`src/rtl/ecc_scrub_pkg.sv`:
```
package ecc_scrub_pkg;

  localparam int CW_W   = 72;
  localparam int STAT_W = 16;

  localparam logic [1:0] SEL_SB   = 2'd0;
  localparam logic [1:0] SEL_DB   = 2'd1;
  localparam logic [1:0] SEL_FAIL = 2'd2;

  typedef enum logic [1:0] {ECC_CLEAN, ECC_SINGLE, ECC_DOUBLE} ecc_class_e;

  typedef enum logic [1:0] {WK_IDLE, WK_RD, WK_CHK, WK_WB} walk_state_e;

  typedef struct packed {
    ecc_class_e            cls;
    logic [CW_W-1:0]       fixed;
  } ecc_result_t;

  // Syndrome is the XOR of set-bit indices 1..71; bit 0 carries overall parity.
  function automatic ecc_result_t ecc_inspect(input logic [CW_W-1:0] cw);
    logic [6:0]  syn;
    logic        par;
    ecc_result_t r;
    syn = '0;
    for (int p = 1; p < CW_W; p++) begin
      if (cw[p]) syn = syn ^ 7'(p);
    end
    par     = ^cw;
    r.fixed = cw;
    r.cls   = ECC_CLEAN;
    if (par) begin
      if (int'(syn) < CW_W) begin
        r.cls        = ECC_SINGLE;
        r.fixed[syn] = ~cw[syn];
      end else begin
        r.cls = ECC_DOUBLE;
      end
    end else if (syn != '0) begin
      r.cls = ECC_DOUBLE;
    end
    return r;
  endfunction

endpackage

```
`src/rtl/scrub_timer.sv`:
```
module scrub_timer #(
  parameter int TIMER_W = 20
) (
  input  logic               clk,
  input  logic               rst_n,
  input  logic [TIMER_W-1:0] interval,
  input  logic               take,
  output logic               pending
);

  logic [TIMER_W-1:0] cnt_q;
  logic               tick;

  assign tick = (interval != '0) && (cnt_q >= interval - 1'b1);

  always_ff @(posedge clk) begin
    if (!rst_n) begin
      cnt_q   <= '0;
      pending <= 1'b0;
    end else begin
      if (interval == '0 || tick) cnt_q <= '0;
      else                        cnt_q <= cnt_q + 1'b1;
      pending <= (pending & ~take) | tick;
    end
  end

  AST_TAKE_NEEDS_PENDING: assert property (@(posedge clk) disable iff (!rst_n)
    take |-> pending) else $error("pass started without a due tick");

endmodule

```
`src/rtl/scrub_walker.sv`:
```
module scrub_walker
  import ecc_scrub_pkg::*;
#(
  parameter int ADDR_W = 4
) (
  input  logic              clk,
  input  logic              rst_n,
  input  logic              start_pending,
  output logic              start_take,
  output logic              scrub_req,
  input  logic              scrub_gnt,
  output logic              mem_rd_en,
  output logic              mem_wr_en,
  output logic [ADDR_W-1:0] mem_addr,
  output logic [CW_W-1:0]   mem_wdata,
  input  logic [CW_W-1:0]   mem_rdata,
  output logic              ev_single,
  output logic              ev_double,
  output logic [ADDR_W-1:0] ev_addr
);

  localparam logic [ADDR_W-1:0] LAST_ADDR = '1;

  walk_state_e       state_q;
  logic [ADDR_W-1:0] addr_q;
  logic [CW_W-1:0]   fix_q;
  ecc_result_t       res;
  logic              advance;

  always_comb res = ecc_inspect(mem_rdata);

  assign scrub_req  = (state_q == WK_RD) || (state_q == WK_WB);
  assign mem_rd_en  = (state_q == WK_RD) && scrub_gnt;
  assign mem_wr_en  = (state_q == WK_WB) && scrub_gnt;
  assign mem_addr   = addr_q;
  assign mem_wdata  = fix_q;
  assign start_take = (state_q == WK_IDLE) && start_pending;
  assign ev_single  = (state_q == WK_CHK) && (res.cls == ECC_SINGLE);
  assign ev_double  = (state_q == WK_CHK) && (res.cls == ECC_DOUBLE);
  assign ev_addr    = addr_q;
  assign advance    = ((state_q == WK_CHK) && (res.cls != ECC_SINGLE)) ||
                      ((state_q == WK_WB) && scrub_gnt);

  always_ff @(posedge clk) begin
    if (!rst_n) begin
      state_q <= WK_IDLE;
      addr_q  <= '0;
      fix_q   <= '0;
    end else begin
      unique case (state_q)
        WK_IDLE: if (start_pending) begin
          state_q <= WK_RD;
          addr_q  <= '0;
        end
        WK_RD:  if (scrub_gnt) state_q <= WK_CHK;
        WK_CHK: if (res.cls == ECC_SINGLE) begin
          fix_q   <= res.fixed;
          state_q <= WK_WB;
        end
        default: ;
      endcase
      if (advance) begin
        if (addr_q == LAST_ADDR) state_q <= WK_IDLE;
        else begin
          addr_q  <= addr_q + 1'b1;
          state_q <= WK_RD;
        end
      end
    end
  end

  AST_REQ_HELD: assert property (@(posedge clk) disable iff (!rst_n)
    (scrub_req && !scrub_gnt) |=> (scrub_req && $stable(mem_addr)))
    else $error("request dropped or address moved before grant");

  AST_ONE_OP: assert property (@(posedge clk) disable iff (!rst_n)
    !(mem_rd_en && mem_wr_en)) else $error("read and write together");

  AST_WB_IS_CLEAN: assert property (@(posedge clk) disable iff (!rst_n)
    mem_wr_en |-> (ecc_inspect(mem_wdata).cls == ECC_CLEAN))
    else $error("write-back word not clean");

endmodule

```
`src/rtl/scrub_stats.sv`:
```
module scrub_stats
  import ecc_scrub_pkg::*;
#(
  parameter int ADDR_W = 4,
  parameter int CNT_W  = 8
) (
  input  logic              clk,
  input  logic              rst_n,
  input  logic              ev_single,
  input  logic              ev_double,
  input  logic [ADDR_W-1:0] ev_addr,
  input  logic              stat_rd_en,
  input  logic [1:0]        stat_sel,
  output logic              err_single_pulse,
  output logic              err_double_pulse,
  output logic [STAT_W-1:0] stat_rd_data
);

  localparam logic [CNT_W-1:0] CNT_MAX = '1;

  logic [1:0]              ev, clr;
  logic [1:0][CNT_W-1:0]   cnt_q;
  logic [1:0][STAT_W-1:0]  cnt_word;
  logic                    fail_vld;
  logic [ADDR_W-1:0]       fail_addr;
  logic [STAT_W-1:0]       fail_word;
  logic                    release_fail;

  assign ev           = {ev_double, ev_single};
  assign clr          = {stat_rd_en && (stat_sel == SEL_DB), stat_rd_en && (stat_sel == SEL_SB)};
  assign release_fail = |clr;

  for (genvar g = 0; g < 2; g++) begin : g_lane
    logic [CNT_W-1:0] base;
    always_comb begin
      base        = clr[g] ? '0 : cnt_q[g];
      cnt_word[g] = '0;
      cnt_word[g][CNT_W-1:0] = cnt_q[g];
    end
    always_ff @(posedge clk) begin
      if (!rst_n)                          cnt_q[g] <= '0;
      else if (ev[g] && base != CNT_MAX)   cnt_q[g] <= base + 1'b1;
      else                                 cnt_q[g] <= base;
    end

    AST_CNT_SATURATE: assert property (@(posedge clk) disable iff (!rst_n)
      (cnt_q[g] == CNT_MAX && !clr[g]) |=> (cnt_q[g] == CNT_MAX))
      else $error("counter wrapped");
  end

  always_comb begin
    fail_word = '0;
    fail_word[ADDR_W-1:0] = fail_addr;
    fail_word[STAT_W-1]   = 1'b1;
  end

  always_ff @(posedge clk) begin
    if (!rst_n) begin
      fail_vld         <= 1'b0;
      fail_addr        <= '0;
      err_single_pulse <= 1'b0;
      err_double_pulse <= 1'b0;
      stat_rd_data     <= '0;
    end else begin
      err_single_pulse <= ev_single;
      err_double_pulse <= ev_double;
      if ((ev_single || ev_double) && (!fail_vld || release_fail)) begin
        fail_vld  <= 1'b1;
        fail_addr <= ev_addr;
      end else if (release_fail) begin
        fail_vld  <= 1'b0;
      end
      if (stat_rd_en) begin
        unique case (stat_sel)
          SEL_SB:   stat_rd_data <= cnt_word[0];
          SEL_DB:   stat_rd_data <= cnt_word[1];
          SEL_FAIL: stat_rd_data <= fail_vld ? fail_word : '0;
          default:  stat_rd_data <= '0;
        endcase
      end
    end
  end

  AST_PULSE_ONE_CYCLE: assert property (@(posedge clk) disable iff (!rst_n)
    (err_single_pulse || err_double_pulse) |=> !(err_single_pulse || err_double_pulse))
    else $error("status pulse longer than one cycle");

  AST_FAIL_HELD: assert property (@(posedge clk) disable iff (!rst_n)
    (fail_vld && !release_fail) |=> (fail_vld && $stable(fail_addr)))
    else $error("first-failure latch changed before release");

endmodule

```
`src/rtl/ecc_scrubber.sv`:
```
module ecc_scrubber
  import ecc_scrub_pkg::*;
#(
  parameter int ADDR_W  = 4,
  parameter int CNT_W   = 8,
  parameter int TIMER_W = 20
) (
  input  logic               clk,
  input  logic               rst_n,
  input  logic [TIMER_W-1:0] scrub_interval,
  output logic               scrub_req,
  input  logic               scrub_gnt,
  output logic               mem_rd_en,
  output logic               mem_wr_en,
  output logic [ADDR_W-1:0]  mem_addr,
  output logic [71:0]        mem_wdata,
  input  logic [71:0]        mem_rdata,
  output logic               err_single_pulse,
  output logic               err_double_pulse,
  input  logic               stat_rd_en,
  input  logic [1:0]         stat_sel,
  output logic [15:0]        stat_rd_data
);

  logic              pend, take;
  logic              ev_single, ev_double;
  logic [ADDR_W-1:0] ev_addr;

  scrub_timer #(.TIMER_W(TIMER_W)) u_timer (
    .clk(clk), .rst_n(rst_n), .interval(scrub_interval),
    .take(take), .pending(pend)
  );

  scrub_walker #(.ADDR_W(ADDR_W)) u_walker (
    .clk(clk), .rst_n(rst_n), .start_pending(pend), .start_take(take),
    .scrub_req(scrub_req), .scrub_gnt(scrub_gnt),
    .mem_rd_en(mem_rd_en), .mem_wr_en(mem_wr_en), .mem_addr(mem_addr),
    .mem_wdata(mem_wdata), .mem_rdata(mem_rdata),
    .ev_single(ev_single), .ev_double(ev_double), .ev_addr(ev_addr)
  );

  scrub_stats #(.ADDR_W(ADDR_W), .CNT_W(CNT_W)) u_stats (
    .clk(clk), .rst_n(rst_n), .ev_single(ev_single), .ev_double(ev_double),
    .ev_addr(ev_addr), .stat_rd_en(stat_rd_en), .stat_sel(stat_sel),
    .err_single_pulse(err_single_pulse), .err_double_pulse(err_double_pulse),
    .stat_rd_data(stat_rd_data)
  );

endmodule

```
`config.mk`:
```
export PLATFORM = sky130hd
export DESIGN_NAME = ecc_scrubber
export DESIGN_NICKNAME = d
export VERILOG_FILES = /design/src/rtl/ecc_scrub_pkg.sv /design/src/rtl/scrub_timer.sv /design/src/rtl/scrub_walker.sv /design/src/rtl/scrub_stats.sv /design/src/rtl/ecc_scrubber.sv
export SDC_FILE = /design/constraint.sdc
export NUM_CORES = 1
export LEC_CHECK = 0
export BUFFER_PORTS_ARGS = -buffer_cell sky130_fd_sc_hd__clkbuf_2
export CAP_MARGIN = 25
export CORE_MARGIN = 5
export CORE_UTILIZATION = 44
export CTS_CLUSTER_DIAMETER = 150
export DETAILED_ROUTE_END_ITERATION = 6
export PLACE_DENSITY = 0.67
export SYNTH_ARGS = -nofsm -noshare
export SYNTH_HDL_FRONTEND = slang
export SYNTH_HIERARCHICAL = 1
export SYNTH_SLANG_ARGS = --single-unit
```
`constraint.sdc`:
```
create_clock -name clk -period 4.9 [get_ports clk]
set_input_delay 0.245 -clock clk [delete_from_list [all_inputs] [get_ports clk]]
set_output_delay 0.245 -clock clk [all_outputs]
set_load 0.01 [all_outputs]
```
==> results_dict.tcl <==
set metrics [dict create \
    first_global_vias 8444 \
    status "finished, final reports clean" \
    finalNetCount 1401 \
    power_density_mw_per_mm2 534 \
    pin_count 195 \
    vias 8934 \
    clk-insertion-delay-late_ns 0.43 \
    cts_buffers 17 \
    place_area_mm2 0.0102 \
    stdcell_area_mm2 0.0108 \
    worst_path_max_delay_cell "a21oi_1" \
    initial_core_util 0.449 \
    wire_per_inst_um 18.9 \
    grt_usage 0.239 \
    rsz0062_at_grt "false" \
    peakVddDrop_mv 0.327 \
    syn_area_per_cell_um2 8.20 \
    dieArea_mm2 0.0237 \
    port_buffers 187 \
    gp_congestion 0.995 \
    post-dp-hpwl_um 22000 \
    worst_pin_slew_ns 0.747 \
    die_h_um 154 \
    finalPower_uw 5780 \
    root_buffer "clkbuf_16" \
    drc 0 \
    max-cap-violations 0 \
    num_rows 52 \
    drv_slew 0 \
    htree_levels 4 \
    skew_ns 0.0111 \
    hold_viol 0 \
    die_w_um 154 \
    syn_area_mm2 0.00912 \
    synthArstFlopShare 0 \
    synth_largest_area_cell "dfxtp_1" \
    synth_top_cell_area_share 0.288 \
    start_kind "primary input" \
    path_cells "clkbuf_2 -> xnor3_1 -> xnor3_1 -> xnor3_1 -> xor2_1 -> nand3_1 -> a21oi_1 -> a222oi_1 -> a31oi_1 -> nor4_2 -> buf_4 -> nand2b_1 -> buf_4 -> o32ai_1" \
    slowest_delay_ns 0.59 \
    yosys_warnings 6 \
    finalSetupViolCount 0 \
    synth_edf_count 0 \
    antenna_found_initial 2 \
    crit_family "XOR/XNOR gates" \
    overflow 0 \
    cts_setup_buffers 0 \
    cts_resized 0 \
    synthFlopType "dfxtp_1" \
    critPathMaxFanout 16 \
    max_freq_mhz 269 \
    drtPass1Iterations 6 \
    cts_tree "yes" \
    cts_max_path_buffers 2 \
    synthToLayoutAreaGrowth_pct 18.5 \
    worstPathArrival_ns 4.04 \
    crit_buf_inv 3 \
    fp.coreArea_mm2 0.0203 \
    drive_gt1_frac 0.225 \
    postSynthCellCount 1113 \
    ys_seq_elements 131 \
    cts_hold_buf 0 \
    clkSinkCount 131 \
    crit_required_ns 5.22 \
    wirelength_um 29500 \
    finalCritPeriodShare 0.759 \
    r2r-start "u_walker/state_q[0]$_SDFFE_PN0P_" \
    crit_type "primary input to register" \
    min_period_ns 3.72 \
    hold_class "primary input to register" \
    startpoint "mem_rdata[65]" \
    drt_iter0_drc 821 \
    grt_pass1_wl_um 45900 \
    leakage_uw 0.00441 \
    final_core_util 0.533 \
    slew-limit-headroom 0.501 \
    ant_nets 0 \
    setup_tns_ns 0 \
    endpoint_kind "register" \
    crit_path_frequent_cell "xnor3_1" \
    synth_area_leaders "dfxtp_1, xnor2_1, nor2_1, a221o_1, nand2_1" \
    ys_types 86 \
    via_per_inst 5.73 \
    synth_seq_area_share 0.288 \
    clk_pin_slew_ns 0.06 \
    grt_max_degree 55 \
    min_from "mem_rdata[28]" \
]
final cells by class:
type | count | area (um^2)
repair buffers | 205 | 1080
clock buffers | 18 | 439
clock inverters | 14 | 143
inverters | 25 | 93.8
flip-flops and latches | 131 | 2620
fillers | 1979 | 9490
multi-input cells | 895 | 6090
well taps | 270 | 338
diodes | 1 | 2.50
tightest hold or removal path, delay by kind of cell:
kind            cells  cell delay [ns]
buf+inv             1             0.12
simple gates        1             0.09
compound gates      1             0.07
path summary, 6_finish.rpt:
check / endpoint / slack, ns / depth (start not counted)
worst max-delay path: u_walker/mem_wdata[22]$_SDFFE_PN0P_ / 1.18 / 14
worst min-delay path: u_walker/mem_wdata[28]$_SDFFE_PN0P_ / 0.14 / 3
worst max register to register: u_walker/mem_wdata[22]$_SDFFE_PN0P_ / 2.39 / 9
worst min register to register: u_walker/mem_wdata[30]$_SDFFE_PN0P_ / 0.47 / 2
cells in the mapped netlist (all sizes together) (10+ instances only):
library cell	number
a21oi	72
a221o	41
a31oi	10
and2	10
buf	32
clkbuf	36
dfxtp	131
ha	28
inv	24
mux2i	19
nand2	109
nand3	38
nand4	16
nor2	139
nor3	42
o211ai	16
o21ai	56
o31ai	11
o32ai	10
xnor2	117
xor2	47
flip-flops by register name (all words and copies together) (netlist names):
register / cells
u_stats/cnt_q: 16
u_stats/stat_rd_data: 9
u_timer/cnt_q: 20
u_stats/fail_vld: 1
u_timer/pending: 1
u_walker/ev_addr: 4
u_walker/state_q: 2
u_walker/mem_wdata: 72
u_stats/err_double_pulse: 1
u_stats/fail_addr: 4
u_stats/err_single_pulse: 1
power by group:
part / switching, uW / internal [uW] / total, uW
Combinational: 2350 / 1080 / 3430
Sequential: 7.40 / 1070 / 1080
Clock: 542 / 727 / 1270
Total: 2900 / 2880 / 5780
cells in the final DEF, fill, tap and decap left out, types with 23 or more instances in the layout:
cell type    n
a21oi_1     69
dfxtp_1    131
xor2_1      44
nor3_1      41
xnor2_1    109
o21ai_0     53
a221o_1     41
nor2_1     137
nand2_1    109
nand3_1     37
ha_1        28
inv_1       23
clkbuf_2   187
per-stage QoR:
stage / std cells / setup slack [ns] / hold WS [ns]
6_report: 1559 / 1.18 / 0.139
5_1_grt: 1559 / 0.957 / 0.125
4_1_cts: 1558 / 1.22 / 0.118
3_5_place_dp: 1526 / 0.791 / 0.453
3_3_place_gp: 1526 / 0.832 / 0.450
2_1_floorplan: 1119 / 1.09 / 0.397
cells by family (layout without fill, tap and decap cells):
kind of cell / after synthesis / count (layout) / share of synthesized area
flip-flops: 131 / 131 / 0.288
other: 1 / 8 / 0.000411
buffers and inverters: 93 / 262 / 0.0488
adder cells (fa/ha/maj): 28 / 28 / 0.0384
multiplexers: 20 / 20 / 0.0221
XOR/XNOR: 173 / 173 / 0.190
AO/OA/AOI/OAI: 259 / 259 / 0.202
AND/OR/NAND/NOR: 408 / 408 / 0.211
metal layers:
metal | vias to the layer above | global-route usage | routed length (um)
met5 | - | 0 | 13
met4 | 2 | 0.0782 | 838
met3 | 60 | 0.0582 | 2490
met2 | 387 | 0.390 | 13800
met1 | 4199 | 0.312 | 12400
li1 | 4286 | - | -
No activity file was read; power rests on OpenSTA's default activity.
